===== src/rtl/bcc_pkg.sv =====
package bcc_pkg;
  localparam int BANK_W = 8;
  localparam int OFS_W  = 16;
  localparam int FULL_W = BANK_W + OFS_W;

  typedef struct packed {
    logic bbus;
    logic slow;
    logic rom;
    logic ram;
  } bcc_dec_t;
endpackage


===== src/rtl/bcc_phase_seq.sv =====
module bcc_phase_seq #(
  parameter int PH1_CLKS   = 3,
  parameter int PH2_CLKS   = 3,
  parameter int SLOW_EXTRA = 2
) (
  input  logic clk,
  input  logic rst,
  input  logic slow_next,
  output logic end_ph1,
  output logic pre_last
);
  localparam int CYC_MAX   = PH1_CLKS + PH2_CLKS + SLOW_EXTRA;
  localparam int CNT_W     = $clog2(CYC_MAX);
  localparam int LAST_FAST = PH1_CLKS + PH2_CLKS - 1;
  localparam int LAST_SLOW = CYC_MAX - 1;

  logic [CNT_W-1:0] cnt;
  logic             slow_q;
  logic [CNT_W-1:0] last;
  logic             at_last;

  assign last     = slow_q ? CNT_W'(LAST_SLOW) : CNT_W'(LAST_FAST);
  assign end_ph1  = (cnt == CNT_W'(PH1_CLKS - 1));
  assign pre_last = (cnt == last - CNT_W'(1));
  assign at_last  = (cnt == last);

  always_ff @(posedge clk) begin
    if (rst) begin
      cnt    <= '0;
      slow_q <= 1'b0;
    end else begin
      cnt <= at_last ? '0 : cnt + CNT_W'(1);
      if (end_ph1) slow_q <= slow_next;
    end
  end
endmodule


===== src/rtl/bcc_addr_decode.sv =====
module bcc_addr_decode
  import bcc_pkg::*;
#(
  parameter logic [7:0] B_PAGE   = 8'h21,
  parameter int         LRAM_MSB = 3
) (
  input  logic [BANK_W-1:0] bank,
  input  logic [OFS_W-1:0]  ofs,
  input  logic              fast_hi_en,
  output bcc_dec_t          dec
);
  logic lo_half;
  logic upper_ofs;
  logic wram_bank;
  logic mid_banks;

  assign lo_half   = !bank[6];
  assign upper_ofs = ofs[OFS_W-1];
  assign wram_bank = (bank[BANK_W-1:1] == 7'b0111111);
  assign mid_banks = (bank[7:6] == 2'b01);

  always_comb begin
    dec.bbus = (bank[7:6] == 2'b00) && (ofs[OFS_W-1:OFS_W-8] == B_PAGE);
    dec.slow = (lo_half && upper_ofs) || mid_banks;
    if (fast_hi_en && bank[7]) dec.slow = 1'b0;
    dec.rom  = (lo_half && upper_ofs) || (mid_banks && !wram_bank) ||
               (bank[7:6] == 2'b11);
    dec.ram  = wram_bank ||
               (lo_half && (ofs[OFS_W-1:OFS_W-LRAM_MSB] == '0));
  end
endmodule


===== src/rtl/bcc_strobe_gen.sv =====
module bcc_strobe_gen
  import bcc_pkg::*;
#(
  parameter int NUM_BUS = 2
) (
  input  logic              clk,
  input  logic              rst,
  input  logic              end_ph1,
  input  logic              pre_last,
  input  bcc_dec_t          dec,
  input  logic              core_rw,
  input  logic [BANK_W-1:0] bank,
  input  logic [OFS_W-1:0]  ofs,
  output logic [FULL_W-1:0] ext_addr,
  output logic [NUM_BUS-1:0] rd_stb,
  output logic [NUM_BUS-1:0] wr_stb,
  output logic [7:0]        b_addr,
  output logic              ram_sel,
  output logic              rom_sel,
  output logic              cyc_ready
);
  always_ff @(posedge clk) begin
    if (rst) begin
      ext_addr  <= '0;
      b_addr    <= '0;
      ram_sel   <= 1'b0;
      rom_sel   <= 1'b0;
      cyc_ready <= 1'b0;
    end else begin
      cyc_ready <= pre_last;
      if (end_ph1) begin
        ext_addr <= {bank, ofs};
        b_addr   <= ofs[7:0];
        ram_sel  <= dec.ram;
        rom_sel  <= dec.rom;
      end
    end
  end

  for (genvar g = 0; g < NUM_BUS; g++) begin : g_bus
    logic hit;
    assign hit = (g == 1) ? dec.bbus : !dec.bbus;
    always_ff @(posedge clk) begin
      if (rst) begin
        rd_stb[g] <= 1'b0;
        wr_stb[g] <= 1'b0;
      end else if (end_ph1) begin
        rd_stb[g] <= hit && core_rw;
        wr_stb[g] <= hit && !core_rw;
      end else if (pre_last) begin
        rd_stb[g] <= 1'b0;
        wr_stb[g] <= 1'b0;
      end
    end
  end
endmodule


===== src/rtl/bus_cycle_ctl.sv =====
module bus_cycle_ctl
  import bcc_pkg::*;
#(
  parameter int         PH1_CLKS   = 3,
  parameter int         PH2_CLKS   = 3,
  parameter int         SLOW_EXTRA = 2,
  parameter logic [7:0] B_PAGE     = 8'h21
) (
  input  logic        clk,
  input  logic        rst,
  input  logic        fast_hi_en,
  input  logic [15:0] core_addr,
  input  logic [7:0]  core_data,
  input  logic        core_rw,
  output logic [23:0] ext_addr,
  output logic        a_rd,
  output logic        a_wr,
  output logic        b_rd,
  output logic        b_wr,
  output logic [7:0]  b_addr,
  output logic        ram_sel,
  output logic        rom_sel,
  output logic        cyc_ready
);
  localparam int NUM_BUS = 2;

  bcc_dec_t           dec;
  logic               end_ph1;
  logic               pre_last;
  logic [NUM_BUS-1:0] rd_stb;
  logic [NUM_BUS-1:0] wr_stb;

  bcc_addr_decode #(.B_PAGE(B_PAGE)) u_dec (
    .bank       (core_data),
    .ofs        (core_addr),
    .fast_hi_en (fast_hi_en),
    .dec        (dec)
  );

  bcc_phase_seq #(
    .PH1_CLKS   (PH1_CLKS),
    .PH2_CLKS   (PH2_CLKS),
    .SLOW_EXTRA (SLOW_EXTRA)
  ) u_seq (
    .clk       (clk),
    .rst       (rst),
    .slow_next (dec.slow),
    .end_ph1   (end_ph1),
    .pre_last  (pre_last)
  );

  bcc_strobe_gen #(.NUM_BUS(NUM_BUS)) u_stb (
    .clk       (clk),
    .rst       (rst),
    .end_ph1   (end_ph1),
    .pre_last  (pre_last),
    .dec       (dec),
    .core_rw   (core_rw),
    .bank      (core_data),
    .ofs       (core_addr),
    .ext_addr  (ext_addr),
    .rd_stb    (rd_stb),
    .wr_stb    (wr_stb),
    .b_addr    (b_addr),
    .ram_sel   (ram_sel),
    .rom_sel   (rom_sel),
    .cyc_ready (cyc_ready)
  );

  assign a_rd = rd_stb[0];
  assign a_wr = wr_stb[0];
  assign b_rd = rd_stb[1];
  assign b_wr = wr_stb[1];
endmodule


===== config.mk =====
export PLATFORM = sky130hd
export DESIGN_NAME = bus_cycle_ctl
export DESIGN_NICKNAME = d
export VERILOG_FILES = /design/src/rtl/bcc_pkg.sv /design/src/rtl/bcc_phase_seq.sv /design/src/rtl/bcc_addr_decode.sv /design/src/rtl/bcc_strobe_gen.sv /design/src/rtl/bus_cycle_ctl.sv
export SDC_FILE = /design/constraint.sdc
export NUM_CORES = 1
export LEC_CHECK = 0
export BUFFER_PORTS_ARGS = -buffer_cell sky130_fd_sc_hd__buf_2
export CORE_MARGIN = 5
export CORE_UTILIZATION = 45
export DETAILED_ROUTE_END_ITERATION = 12
export GPL_TIMING_DRIVEN = 1
export PLACE_DENSITY = 0.82
export SLEW_MARGIN = 10
export SYNTH_ARGS = -nofsm -noshare
export SYNTH_HDL_FRONTEND = slang
export SYNTH_SLANG_ARGS = --single-unit

===== constraint.sdc =====
create_clock -name clk -period 2.06 [get_ports clk]
set_input_delay 0 -clock clk [delete_from_list [all_inputs] [get_ports clk]]
set_output_delay 0 -clock clk [all_outputs]
set_load 0.05 [all_outputs]

Yosys cells after proc, flatten, opt, wreduce, memory -nomap -nowiden
Cells that the tools add are included.
{"block": "totals", "regBits": 43, "in_bits": 28, "out_inout_bits": 39, "elab_cells": 48}
{"block": "classes", "n_addsub": 2, "n_eq_ne": 7, "n_mux": 7, "n_reduce_logical": 21}
{"op": "1-bit logical AND", "count": 9}
{"op": "8-bit by 6-bit == test with 1-bit output (second input constant)", "count": 1}
{"op": "7-bit by 6-bit == test with 1-bit output (second input constant)", "count": 1}
{"op": "3-bit == test", "count": 2}
{"op": "1-bit two-way mux", "count": 6}
{"op": "1-bit zero test", "count": 4}
{"op": "1-bit logical OR", "count": 4}
{"op": "3-bit by 1-bit adder with 3-bit output (second input constant)", "count": 1}
{"op": "3-bit by 2-bit == test with 1-bit output (second input constant)", "count": 1}
{"op": "3-bit zero test", "count": 1}
{"op": "3-bit by 1-bit subtractor with 3-bit output (second input constant)", "count": 1}
{"op": "2-bit by 1-bit == test with 1-bit output (second input constant)", "count": 1}
{"op": "2-bit == test (second input constant)", "count": 1}
{"op": "2-bit zero test", "count": 1}
{"op": "2-bit two-way mux", "count": 1}
{"op": "2-bit nonzero test", "count": 1}
{"op": "2-bit OR reduction", "count": 1}

Depth between registers and ports, before layout
{"block": "logic_depth", "word_depth": 5, "mapped_depth": 7, "depth_no_buf": 5}

Cells and area by module
From an unflattened synthesis, not the netlist that was laid out.
{"block": "hier_totals", "hier_cells": 138, "hier_area_um2": 1450.1}
{"mod": "bcc_strobe_gen", "n_inst": 1, "cells_each": 111, "area_each_um2": 1193.6, "seq_area_each_um2": 620.6}
{"mod": "bcc_phase_seq", "n_inst": 1, "cells_each": 17, "area_each_um2": 183.9, "seq_area_each_um2": 80.1}
{"mod": "bcc_addr_decode", "n_inst": 1, "cells_each": 10, "area_each_um2": 72.6, "seq_area_each_um2": 0.0}

Least setup slack after synthesis
Ideal clock, no wire load.
{"block": "synth_path", "path_kind": "reg-to-reg", "start": "register u_seq.cnt[0]", "end": "register u_stb.wr_stb[1]", "setup_ps": 60, "t_arrival_ps": 1365, "t_required_ps": 2000, "slack_ps": 635, "stages_incl_launch_ff": 7, "n_path_buf": 1, "synth_period_minus_slack_ps": 1425, "cell_sequence": "dfxtp_1 > inv_1 > ha_1 > nor2b_1 > buf_6 > a311oi_2 > a2bb2o_1"}
{"block": "synth_via", "elab_chain_len": 2, "word_cells_on_any_way": 4, "cone_classes": "eq/ne: 2; mux: 1; reduce/logical: 1"}
{"element": "start: declaration", "line": "bcc_phase_seq.sv:17", "text": "logic [CNT_W-1:0] cnt;"}
{"element": "start signal: assignment", "line": "bcc_phase_seq.sv:32", "text": "cnt <= at_last ? '0 : cnt + CNT_W'(1);"}
{"element": "3-bit by 2-bit == test with 1-bit output or 3-bit == test (tied branches)", "line": "bcc_phase_seq.sv:23, bcc_phase_seq.sv:24"}
{"element": "1-bit two-way mux or 2-bit nonzero test (tied branches)"}
{"element": "end signal: indexed assignment", "line": "bcc_strobe_gen.sv:49", "text": "wr_stb[g] <= hit && !core_rw;"}
{"element": "end: declaration", "line": "bcc_strobe_gen.sv:16", "text": "output logic [NUM_BUS-1:0] wr_stb,"}
Parallel ways exist; a longest one is shown, timed or not.
A chain may end at the register's enable or synchronous reset.

Worst setup path after layout
{"block": "layout_path", "start": "register u_seq.cnt[0]", "end": "register u_stb.ram_sel"}
{"block": "layout_via", "elab_chain_len": 1}
{"element": "3-bit by 2-bit == test with 1-bit output", "line": "bcc_phase_seq.sv:23", "text": "assign end_ph1 = (cnt == CNT_W'(PH1_CLKS - 1));"}
{"element": "end signal: assignment", "line": "bcc_strobe_gen.sv:34", "text": "ram_sel <= dec.ram;"}
{"element": "end: declaration", "line": "bcc_strobe_gen.sv:18", "text": "output logic ram_sel,"}
No other way between the ends.

==> out/qor_table.md <==
| Parameter | This run | Unit |
|:---|:---|:---|
| Hold path depth | 2 | - |
| Setup repair after global routing missed its margin | no | - |
| Wire length per cell | 13.4 | um |
| Hold/Removal Path Class | primary input to flop | - |
| Measured slew at the worst slew-check pin | 598 | ps |
| Mux cell area share after synthesis | 0 | % |
| Worst-Skew Late Latency | 340 | ps |
| Via count of the first global-routing pass | 1,408 | - |
| Leakage | 0.910 | nW |
| Largest vdd supply drop | 0.000395 | V |
| Final net count | 279 | - |
| Result of the run | finished clean | - |
| Sort of element at the end of the critical path | flop | - |
| Number of nets with antenna violations after detailed routing | 0 | - |
| Synth Area in XOR/XNOR | 0.632 | % |
| Deepest clock path buffer count | 2 | - |
| Pwr Total | 0.00153 | W |
| Post-route DRC violation count | 0 | - |
| Antenna violations before repair | 0 | - |
| Clock tree from TritonCTS | built | - |
| Sink count of the clock tree | 35 | - |
| Crit Path Max Fanout | 22 | - |
| Total area of sequential cells | 701 | um2 |
| Standard cell core area | 3000 | um2 |
| Max Cap Viol | 0 | - |
| Clk pin slew, worst setup/hold paths | 100 | ps |
| CP required | 2290 | ps |
| Post-synthesis area per instance | 8.35 | um2 |
| Kind of launch point of the worst setup path | flop | - |
| Gate Count Post-Synth | 166 | - |
| Dpl cell area | 1660 | um2 |
| Number of vias per cell after detailed routing | 5.03 | - |
| Die ar. | 4290 | um2 |
| Net count after synthesis | 196 | - |
| Total overflow reported by the global router | 0 | - |
| Horizontal extent of the die | 65.5 | um |
| Pre-CTS setup slack | 440 | ps |
| Ratio of final minimum period to clock period | 78.6 | % |
| # diodes | 0 | - |
| Area of combinational cells with multiple inputs | 563 | um2 |
| Count of different cell masters after synthesis | 32 | - |
| Number of I/O pins | 67 | - |
| Synthesized area | 1390 | um2 |
| H-tree level count | 2 | - |
| Maximum number of pins on one net before global-route repair | 36 | - |
| Filler instances | 266 | - |
| Final count of hold timing violations | 0 | - |
| Register area share after synthesis | 50.5 | % |
| Overall global routing resource usage | 18.6 | % |
| Warning count from the yosys run | 0 | - |
| Worst Clk Skew | 5.87 | ps |
| Post-synthesis sequential element count | 35 | - |
| Detailed-routing iteration count for the pre-antenna-repair pass | 4 | - |
| Final period demand of the worst path | 1620 | ps |
| Drt first-iter violations | 79 | - |
| Cell at the root of the clock tree | clkbuf_4 | - |
| Synth-to-layout area growth | 43.6 | % |
| Final instance area | 1990 | um2 |
| Initial Utilization | 46.2 | % |
| Worst setup path category | flop to flop | - |
| Detailed-route wire length | 3.79 | mm |
| Dominant combinational cell family by area after synthesis | simple AND/OR/NAND/NOR gates | - |
| Synthesized-area fraction occupied by ao, oa, aoi and oai cells | 16.7 | % |
| Number of buffers created by CTS | 5 | - |
| Routability Congestion | 0.719 | - |
| Worst-case headroom to the max-slew limit | 60.1 | % |
| Worst EP arrival | 1850 | ps |
| Final number of max-transition violations | 0 | - |
| Highest achievable clock rate | 618 | MHz |
| Cell Pwr Density | 769 | nW/um2 |
| Fraction of final layout cells sized beyond drive strength 1 | 31.2 | % |
| Detailed-route via count | 1,423 | - |
| Adder-cell area share of the yosys netlist | 1.81 | % |
| Post-detailed-placement half-perimeter wirelength | 2.45 | mm |
| Number of setup violations in the final report | 0 | - |
| Share of synthesized cell area in and, or, nand and nor gates | 21.3 | % |
| Buffers added on ports | 66 | - |
| Number of cells on the worst reg-to-reg path | 6 | - |
| Total Negative Setup Slacks | 0 | ps |
| PnR worst setup slack | 441 | ps |
| Utilization after layout | 66.3 | % |
| First-pass GRT wire length | 6.18 | mm |
| Setup Fix Bufs, Post-CTS | 0 | - |
| Standard-cell row count | 20 | - |
| Die boundary height | 65.5 | um |
==> critical path, stage by stage, from the launching register on <==
cell and delay, ps:
dfxtp_1 400, inv_1 90, ha_1 210, nand2b_1 270, buf_4 320, a21oi_1 100, o31a_1 130
==> area by class of cell <==
cell class	count	share of cell area, %
inverters	3	0.566
flip-flops and latches	35	35.2
well taps	33	2.07
clock buffers	8	3.46
multi-input cells	110	28.3
repair buffers	94	30.4
==> cell families after synthesis <==
family                   count (synthesis)
buffers and inverters                   21
AO/OA/AOI/OAI                           38
XOR/XNOR                                 1
adder cells (fa/ha/maj)                  2
flip-flops                              35
AND/OR/NAND/NOR                         69
==> registers in the layout, summed over array words and instances, names as in the netlist <==
signal	flops
u_stb.ext_addr	24
u_stb.cyc_ready	1
u_stb.ram_sel	1
u_stb.rd_stb	2
u_stb.wr_stb	2
u_seq.cnt	3
u_stb.rom_sel	1
u_seq.slow_q	1
==> cell usage in the layout, fill, tap and decap left out, types with 2 or more instances in the layout <==
| master | synthesis | layout |
|---|---|---|
| dfxtp_1 | 35 | 35 |
| nand3_1 | 2 | 2 |
| buf_2 | 7 | 66 |
| nand2_1 | 51 | 51 |
| dlygate4sd3_1 | 0 | 26 |
| a21oi_1 | 28 | 28 |
| nor3_1 | 4 | 4 |
| buf_4 | 8 | 2 |
| nor2_1 | 3 | 3 |
| inv_1 | 3 | 3 |
| clkbuf_4 | 0 | 5 |
| clkbuf_8 | 0 | 2 |
| ha_1 | 2 | 2 |
| nand3b_1 | 2 | 2 |
==> report_power, final <==
group          internal, W  switching [W]  total [W]  leakage, nW
logic             0.000120       0.000258   0.000378        0.587
clock network     0.000201       0.000214   0.000414       0.0386
registers         0.000715      0.0000235   0.000738        0.285
==> repair_timing <==
item / 4_1_cts / 5_1_grt
hold buffers: 26 / 0
hold endpoints to repair: 27 / 0
gates resized for setup: 0 / 0
==> through the flow <==
stage | hold slack (ps) | instances
final | 172 | 283
after global routing | 176 | 283
after CTS | 166 | 283
after detailed placement | 252 | 249
after global placement | 245 | 249
after floorplan | 136 | 166
==> worst paths after layout <==
check,end,slack (ps),start
max,u_stb.ram_sel,440,u_seq.cnt[0]
min reg2reg,u_stb.ext_addr[10],460,u_stb.ext_addr[10]
min,u_stb.rom_sel,170,rst
max reg2reg,u_stb.ram_sel,440,u_seq.cnt[0]
==> metal layers <==
metal	up-vias	track usage (%)	routed length, um
met5	-	0	0
met4	0	7.77	62
met3	7	5.13	283
met2	61	34.1	1900
met1	641	19.7	1540
li1	714	-	-
==> synth_stat cells <==
cell type / count / area, um2
buf_2: 7 / 35.0
and3_1: 1 / 6.26
nor4bb_1: 1 / 10.0
buf_6: 1 / 11.3
nor2_1: 3 / 11.3
a311oi_2: 1 / 15.0
o2bb2ai_1: 1 / 8.76
buf_4: 8 / 60.1
dfxtp_1: 35 / 701
xnor2_1: 1 / 8.76
ha_1: 2 / 25.0
nor2b_1: 1 / 6.26
nor3_1: 4 / 20.0
nand3b_1: 2 / 15.0
a2bb2o_1: 1 / 10.0
a311oi_1: 1 / 8.76
a21oi_1: 28 / 140
a211o_1: 1 / 8.76
inv_1: 3 / 11.3
a32o_1: 1 / 10.0
nand3_1: 2 / 10.0
o211ai_1: 1 / 7.51
nand2_1: 51 / 191
o21ai_0: 1 / 5.00
o31a_1: 1 / 8.76
a22o_1: 1 / 8.76
buf_1: 1 / 3.75
clkbuf_1: 1 / 3.75
nand2b_1: 1 / 6.26
or3_1: 1 / 6.26
nand4_1: 1 / 6.26
or2_2: 1 / 6.26
Note: power is estimated with default switching activity, not from simulation.
